**src/rtl/mac_out_pkg.sv**
```systemverilog
package mac_out_pkg;
  typedef enum logic [1:0] {
    OP_PAIR = 2'd0,
    OP_LOAD = 2'd1,
    OP_ACC  = 2'd2
  } op_e;
endpackage

```
**src/rtl/mac_ctrl_dly.sv**
```systemverilog
module mac_ctrl_dly #(
  parameter int W     = 1,
  parameter int DEPTH = 0
) (
  input  logic         clk_i,
  input  logic         rst_ni,
  input  logic         ce_i,
  input  logic [W-1:0] d_i,
  output logic [W-1:0] q_o
);
  if (DEPTH == 0) begin : g_comb
    logic unused_dly;
    assign unused_dly = ^{clk_i, rst_ni, ce_i};
    assign q_o = d_i;
  end else begin : g_pipe
    logic [DEPTH-1:0][W-1:0] pipe_q;
    always_ff @(posedge clk_i or negedge rst_ni) begin
      if (!rst_ni) begin
        pipe_q <= '0;
      end else if (ce_i) begin
        pipe_q[0] <= d_i;
        for (int i = 1; i < DEPTH; i++) pipe_q[i] <= pipe_q[i-1];
      end
    end
    assign q_o = pipe_q[DEPTH-1];
  end
endmodule

```
**src/rtl/mac_lane.sv**
```systemverilog
module mac_lane
  import mac_out_pkg::*;
#(
  parameter int PROD_W = 36,
  parameter int ACC_W  = 52
) (
  input  logic              clk_i,
  input  logic              rst_ni,
  input  logic              ce_i,
  input  logic              clr_i,
  input  op_e               op_i,
  input  logic              add_i,
  input  logic              sgn_i,
  input  logic [PROD_W-1:0] x_i,
  input  logic [PROD_W-1:0] y_i,
  output logic [ACC_W-1:0]  res_o,
  output logic              ovf_o
);
  localparam int EXT_W = ACC_W - PROD_W;

  logic [ACC_W-1:0] ext_x, ext_y, op_a, op_b, res_q;
  logic [ACC_W:0]   sum;
  logic             a_msb, b_msb, r_msb, s_ovf, ovf_d, ovf_q;

  assign ext_x = {{EXT_W{sgn_i & x_i[PROD_W-1]}}, x_i};
  assign ext_y = {{EXT_W{sgn_i & y_i[PROD_W-1]}}, y_i};

  // accumulate: feedback is operand a, product is operand b
  assign op_a = (op_i == OP_ACC) ? res_q : ext_x;
  assign op_b = (op_i == OP_ACC) ? ext_x : ext_y;

  assign sum = add_i ? ({1'b0, op_a} + {1'b0, op_b})
                     : ({1'b0, op_a} - {1'b0, op_b});

  assign a_msb = op_a[ACC_W-1];
  assign b_msb = op_b[ACC_W-1];
  assign r_msb = sum[ACC_W-1];
  assign s_ovf = add_i ? ((a_msb == b_msb) && (r_msb != a_msb))
                       : ((a_msb != b_msb) && (r_msb != a_msb));

  // bit ACC_W is carry on add, borrow on subtract
  assign ovf_d = (op_i == OP_ACC) && (sgn_i ? s_ovf : sum[ACC_W]);

  always_ff @(posedge clk_i or negedge rst_ni) begin
    if (!rst_ni) begin
      res_q <= '0;
      ovf_q <= 1'b0;
    end else if (clr_i) begin
      res_q <= '0;
      ovf_q <= 1'b0;
    end else if (ce_i) begin
      res_q <= (op_i == OP_LOAD) ? ext_x : sum[ACC_W-1:0];
      ovf_q <= ovf_d;
    end
  end

  assign res_o = res_q;
  assign ovf_o = ovf_q;
endmodule

```
**src/rtl/mac_out_stage.sv**
```systemverilog
module mac_out_stage
  import mac_out_pkg::*;
#(
  parameter int NUM_CH   = 2,
  parameter int PROD_W   = 36,
  parameter int ACC_W    = 52,
  parameter int ADD_DLY  = 0,
  parameter int SIGN_DLY = 0,
  parameter int LOAD_DLY = 0
) (
  input  logic                           clk_i,
  input  logic                           rst_ni,
  input  logic                           ce_i,
  input  logic                           clr_i,
  input  logic                           accum_i,
  input  logic [NUM_CH-1:0]              add_i,
  input  logic [NUM_CH-1:0]              load_i,
  input  logic                           sign_a_i,
  input  logic                           sign_b_i,
  input  logic [NUM_CH-1:0][PROD_W-1:0]  prod_x_i,
  input  logic [NUM_CH-1:0][PROD_W-1:0]  prod_y_i,
  output logic [NUM_CH-1:0][ACC_W-1:0]   res_o,
  output logic [NUM_CH-1:0]              ovf_o
);
  logic [NUM_CH-1:0] add_q, load_q;
  logic [1:0]        sign_q;
  logic              sgn;

  mac_ctrl_dly #(.W(NUM_CH), .DEPTH(ADD_DLY)) u_add_dly (
    .clk_i, .rst_ni, .ce_i, .d_i(add_i), .q_o(add_q)
  );

  mac_ctrl_dly #(.W(NUM_CH), .DEPTH(LOAD_DLY)) u_load_dly (
    .clk_i, .rst_ni, .ce_i, .d_i(load_i), .q_o(load_q)
  );

  mac_ctrl_dly #(.W(2), .DEPTH(SIGN_DLY)) u_sign_dly (
    .clk_i, .rst_ni, .ce_i, .d_i({sign_a_i, sign_b_i}), .q_o(sign_q)
  );

  assign sgn = |sign_q;

  for (genvar c = 0; c < NUM_CH; c++) begin : g_ch
    op_e op;
    assign op = !accum_i ? OP_PAIR : (load_q[c] ? OP_LOAD : OP_ACC);

    mac_lane #(.PROD_W(PROD_W), .ACC_W(ACC_W)) u_lane (
      .clk_i, .rst_ni, .ce_i, .clr_i,
      .op_i (op),
      .add_i(add_q[c]),
      .sgn_i(sgn),
      .x_i  (prod_x_i[c]),
      .y_i  (prod_y_i[c]),
      .res_o(res_o[c]),
      .ovf_o(ovf_o[c])
    );
  end
endmodule

```
**config.mk**
```make
export PLATFORM = sky130hd
export DESIGN_NAME = mac_out_stage
export DESIGN_NICKNAME = d
export VERILOG_FILES = /design/src/rtl/mac_out_pkg.sv /design/src/rtl/mac_ctrl_dly.sv /design/src/rtl/mac_lane.sv /design/src/rtl/mac_out_stage.sv
export SDC_FILE = /design/constraint.sdc
export NUM_CORES = 1
export LEC_CHECK = 0
export CAP_MARGIN = 20
export CORE_MARGIN = 3
export CORE_UTILIZATION = 50
export DETAILED_ROUTE_END_ITERATION = 10
export PLACE_DENSITY = 0.86
export SYNTH_ARGS = -nofsm -noshare
export SYNTH_HDL_FRONTEND = slang
export SYNTH_SLANG_ARGS = --single-unit
```
**constraint.sdc**
```tcl
create_clock -name clk_i -period 3.4 [get_ports clk_i]
set_input_delay 0.51 -clock clk_i [delete_from_list [all_inputs] [get_ports clk_i]]
set_output_delay 0.51 -clock clk_i [all_outputs]
set_load 0.03 [all_outputs]
```
==> results of run 1 <==
## routing by layer
layer  overflow  global-route usage (%)
met1          0                   73.91
met3          2                   59.48
met4         38                   68.69
met5          0                   24.85
met2         37                   87.97
## stage by stage
step / hold slack, ns / setup TNS (ns) / worst slack (ns) / std cells / instance area (µm²)
floorplan: 0.2144 / -94.86 / -1.717 / 2136 / 15560
detailed placement: 0.4896 / -176.50 / -2.611 / 3259 / 22660
global placement: 0.4872 / -155.64 / -2.173 / 3258 / 22630
CTS: 0.2145 / -79.11 / -1.462 / 3392 / 25700
## timing repair
item / 4_1_cts
endpoints found under the setup margin: 98
setup buffers: 131
gates resized for setup: 438
pin swaps: 272
cloned: 1
## logic make-up after synthesis
kind of cell,after synthesis
compound gates,627
xor+xnor,155
fa+ha+maj,108
buf+inv,166
flops,106
mux,92
simple gates,882
==> impl_metrics.yaml, run 1 <==
yosys:
  synth_fa_ha_area_share_pct: 9.092
  synth_compound_area_share_pct: 27.82
  syn_avg_cell_area_um2: 7.036
  synth_ff_type: "dfrtp_1"
  synthDistinctLibCells: 84
  ys_warn_count: 0
  synth_top_family_by_area: "compound AO/OA/AOI/OAI gates"
  synth_mux_area_share_pct: 6.219
  synth_most_common_cell: "nand2_1"
  synth_top_area_share_pct: 17.65
  synth_common_cells: "462 x nand2_1, 190 x nor2_1, 173 x a21oi_1"
  synth_seq_cells: 106
  yosys.area_share.simple_pct: 25.79
  synth_top_cell_by_area: "dfrtp_1"
  synthCells: 2136
  synth_xor_xnor_area_share_pct: 9.033
  netlist_top_cells_area: "dfrtp_1 18%, nand2_1 12%, ha_1 8.8%, xnor2_1 7.2%, mux2i_1 6.0%"
  async_reset_ff_share_pct: 100.0
  synth_area_um2: 15030
  yosysSeqAreaShare_pct: 17.65
  synth.net_count: 2399
  synth-edff-count: 0
grt:
  grt_usage_pct: 72.69
  grt.overflow.total: 77
  grt_max_degree: 61
  grt_pass1_vias: 29180
  grt_pass1_wl_um: 178500
clock_tree:
  cts_root_buf: "clkbuf_16"
  holdBufCountCts: 0
  numClockSinks: 106
  clockBufferDepth: 2
  numCtsBuffers: 9
  h-tree-depth: 3
floorplan:
  rows: 62
  initial_utilization_pct: 51.52
  num_io_pins: 261
  die_y_um: 179.4
  die_w_um: 179.4
placement:
  place.gp.congestion: 1.057
  place.port_buffers: 260
  dp_hpwl_um: 52420
run_status:
  firstError: "[ERROR GRT-0116] Global routing finished with congestion. Check the congestion regions in the DRC Viewer."
  haltStage: "global routing"
  outcome: "stopped before the end"
==> inputs of run 2 (changes only) <==
--- a/config.mk
+++ b/config.mk
@@ -7,9 +7,9 @@
 export LEC_CHECK = 0
 export CAP_MARGIN = 20
 export CORE_MARGIN = 3
-export CORE_UTILIZATION = 50
+export CORE_UTILIZATION = 35
 export DETAILED_ROUTE_END_ITERATION = 10
-export PLACE_DENSITY = 0.86
+export PLACE_DENSITY_LB_ADDON = 0.15
 export SYNTH_ARGS = -nofsm -noshare
 export SYNTH_HDL_FRONTEND = slang
 export SYNTH_SLANG_ARGS = --single-unit
==> impl_metrics.yaml, run 2 <==
timing:
  relSlewSlack_pct: 43.64
  finalSetupTns_ns: -78.64
  setup_violations: 91
  finalCritPeriodShare_pct: 142.2
  drv_slew: 0
  final_hold_viol_count: 0
  worst_slack_ns: -1.433
  fmax_ghz: 0.2069
  rsz0062_at_grt: "true"
  period_needed_ns: 4.833
  worst_pin_slew_ns: 0.8454
  fin_skew_ns: 0.01391
clock_tree:
  cts_tree: "built"
  cts_root_buf: "clkbuf_16"
  clk_pin_slew_ns: 0.09
  h-tree-depth: 3
  numCtsBuffers: 9
  clockBufferDepth: 2
  numClockSinks: 106
  worstSkewPairLatency_ns: 0.41
  holdBufCountCts: 0
worst_setup_path:
  crit_fanout: 4
  crit_arrival_ns: 5.14
  cp-start-kind: "input port"
  crit_path_cell_trace: "clkdlybuf4s50_1, nor2_2, mux2i_2, nor4b_4, o21ai_2, nor4b_4, and2_4, o211ai_4, nor3_4, buf_6, a21oi_1, xnor2_1, ha_1, nand4_1, a211o_1, nand2_2, buf_6, o2111ai_4, a211oi_2, buf_4, o22ai_2, mux2i_1, a211o_1"
  path_buf_inv: 4
  required_ns: 3.71
  worstSetupPathType: "in2reg"
  critPathSlowestCell: "clkdlybuf4s50_1"
  cpPeakStageDelay_ns: 0.48
  crit_start: "prod_y_i[2]"
  crit_path_end_kind: "flip-flop"
  reg2reg_from: "g_ch[0].u_lane.res_o[0]"
  path_delay_family: "simple AND/OR/NAND/NOR gates"
route:
  wirelength_um: 71210
  dr.pass1.iters: 7
  vias_per_cell: 5.489
  vias: 19810
  drc: 0
  ant_nets: 0
  avgRoutedWirePerCell_um: 19.73
  drtIter0Drc: 1426
floorplan:
  fp.dieArea_um2: 45460
  core_region_area_um2: 42130
  rows: 75
  die_w_um: 213.2
  num_io_pins: 261
  initial_utilization_pct: 35.67
  die_y_um: 213.2
run_status:
  failed_checks: "negative setup slack"
  outcome: "complete, but fails checks"
finish:
  nets: 3329
  final_cells: 3610
  diodes: 0
  area_growth_pct: 80.95
  final_common_cell: "buf_4"
  final_cell_mix: "696 x buf_4, 438 x nand2_1, 231 x clkdlybuf4s50_1"
  largest_reg_flops: 104
  drive_gt1_share_pct: 40.28
yosys:
  synth_seq_cells: 106
  synth-edff-count: 0
  synth_area_um2: 15030
  synth_common_cells: "462 x nand2_1, 190 x nor2_1, 173 x a21oi_1"
  ys_warn_count: 0
  synth_top_area_share_pct: 17.65
  synth_most_common_cell: "nand2_1"
  netlist_top_cells_area: "dfrtp_1 18%, nand2_1 12%, ha_1 8.8%, xnor2_1 7.2%, mux2i_1 6.0%"
  synthCells: 2136
  synth_fa_ha_area_share_pct: 9.092
  syn_avg_cell_area_um2: 7.036
  synth_ff_type: "dfrtp_1"
  synth_top_cell_by_area: "dfrtp_1"
  yosys.area_share.simple_pct: 25.79
  synth_mux_area_share_pct: 6.219
  synthDistinctLibCells: 84
  async_reset_ff_share_pct: 100.0
  synth_compound_area_share_pct: 27.82
  synth_xor_xnor_area_share_pct: 9.033
  synth_top_family_by_area: "compound AO/OA/AOI/OAI gates"
  yosysSeqAreaShare_pct: 17.65
  synth.net_count: 2399
pwr:
  swShare_pct: 44.33
  internal_power_w: 0.005837
  pwr-share-clk_pct: 11.6
  p_leak_nw: 12.64
  p_per_area_nw_per_um2: 385.6
  p_sw_w: 0.004648
  vdd_drop_max_mv: 0.3053
  p_comb_share_pct: 73.3
  seqPwrFrac_pct: 15.1
grt:
  antenna_found_initial: 1
  grt_pass1_wl_um: 106000
  grt_pass1_vias: 19720
  grt.overflow.total: 0
  grt_max_degree: 46
  grt_usage_pct: 29.45
placement:
  place.gp.congestion: 0.9408
  place.port_buffers: 260
  dp_hpwl_um: 52040
  dp_cells: 3450
min_path:
  min_path_type: "in2async"
flow_run:
  drv_cap: 0
-- run 2: path summary, 6_finish.rpt --
check | endpoint | slack [ns] | depth (start not counted)
min in group clk_i | g_ch[1].u_lane.res_o[0] | 0.50 | 3
worst max-delay path | g_ch[0].u_lane.res_o[50] | -1.43 | 23
worst min-delay path | g_ch[1].u_lane.res_o[11] | 0.14 | 1
worst max register to register | g_ch[0].u_lane.res_o[48] | 0.03 | 17
max in group asynchronous | g_ch[1].u_lane.res_o[48] | 2.35 | 2
worst min register to register | g_ch[1].u_lane.res_o[40] | 0.51 | 2
-- run 2: power by group through the flow --
| stage | combinational [W] | clock [W] | sequential (W) |
|---|---|---|---|
| after floorplan | 0.00297 | 0 | 0.00190 |
| after global placement | 0.00603 | 0 | 0.00160 |
| after detailed placement | 0.00607 | 0 | 0.00161 |
| after CTS | 0.00680 | 0.00124 | 0.00159 |
| after global routing | 0.00820 | 0.00128 | 0.00161 |
| final | 0.00768 | 0.00121 | 0.00159 |
-- run 2: layout make-up --
type                       count  area [µm²]
sequential                   106        2653
inverter                      37       141.4
multi-input combinational   1864       14440
tap                          539       674.4
fill                        3551       14940
timing repair buffer        1048        8989
clock buffer                  10       229.0
clock inverter                 6       67.56
-- run 2: what timing repair did --
action / 4_1_cts / 5_1_grt
endpoints found under the setup margin: 97 / 92
cloned: 1 / 0
gates resized for setup: 313 / 280
pin swaps: 204 / 258
setup buffers: 88 / 77
-- run 2: cell families after synthesis --
family / count (synthesis)
XOR/XNOR: 155
buffers and inverters: 166
multiplexers: 92
adder cells (fa/ha/maj): 108
flip-flops: 106
AND/OR/NAND/NOR: 882
AO/OA/AOI/OAI: 627
-- run 2: routing by layer --
layer | wire length, µm | vias to the layer above | track usage [%]
met1 | 30920 | 9509 | 38.28
met2 | 33400 | 658 | 48.47
met3 | 4684 | 141 | 6.641
li1 | - | 9504 | -
met5 | 13 | - | 0
met4 | 2199 | 2 | 9.686
-- run 2: through the flow --
step	power (W)	util, %	setup slack (ns)	area [µm²]	hold slack (ns)
after detailed placement	0.007671	54.85	-2.362	23110	0.4940
after global routing	0.01108	64.54	-1.760	27190	0.1797
after global placement	0.007638	54.85	-2.204	23110	0.4883
after CTS	0.009636	60.21	-1.391	25370	0.1547
after floorplan	0.004873	-	-1.717	15560	0.2144
final	0.01049	64.54	-1.433	27190	0.1396
No activity file was read; power rests on OpenSTA's default activity.
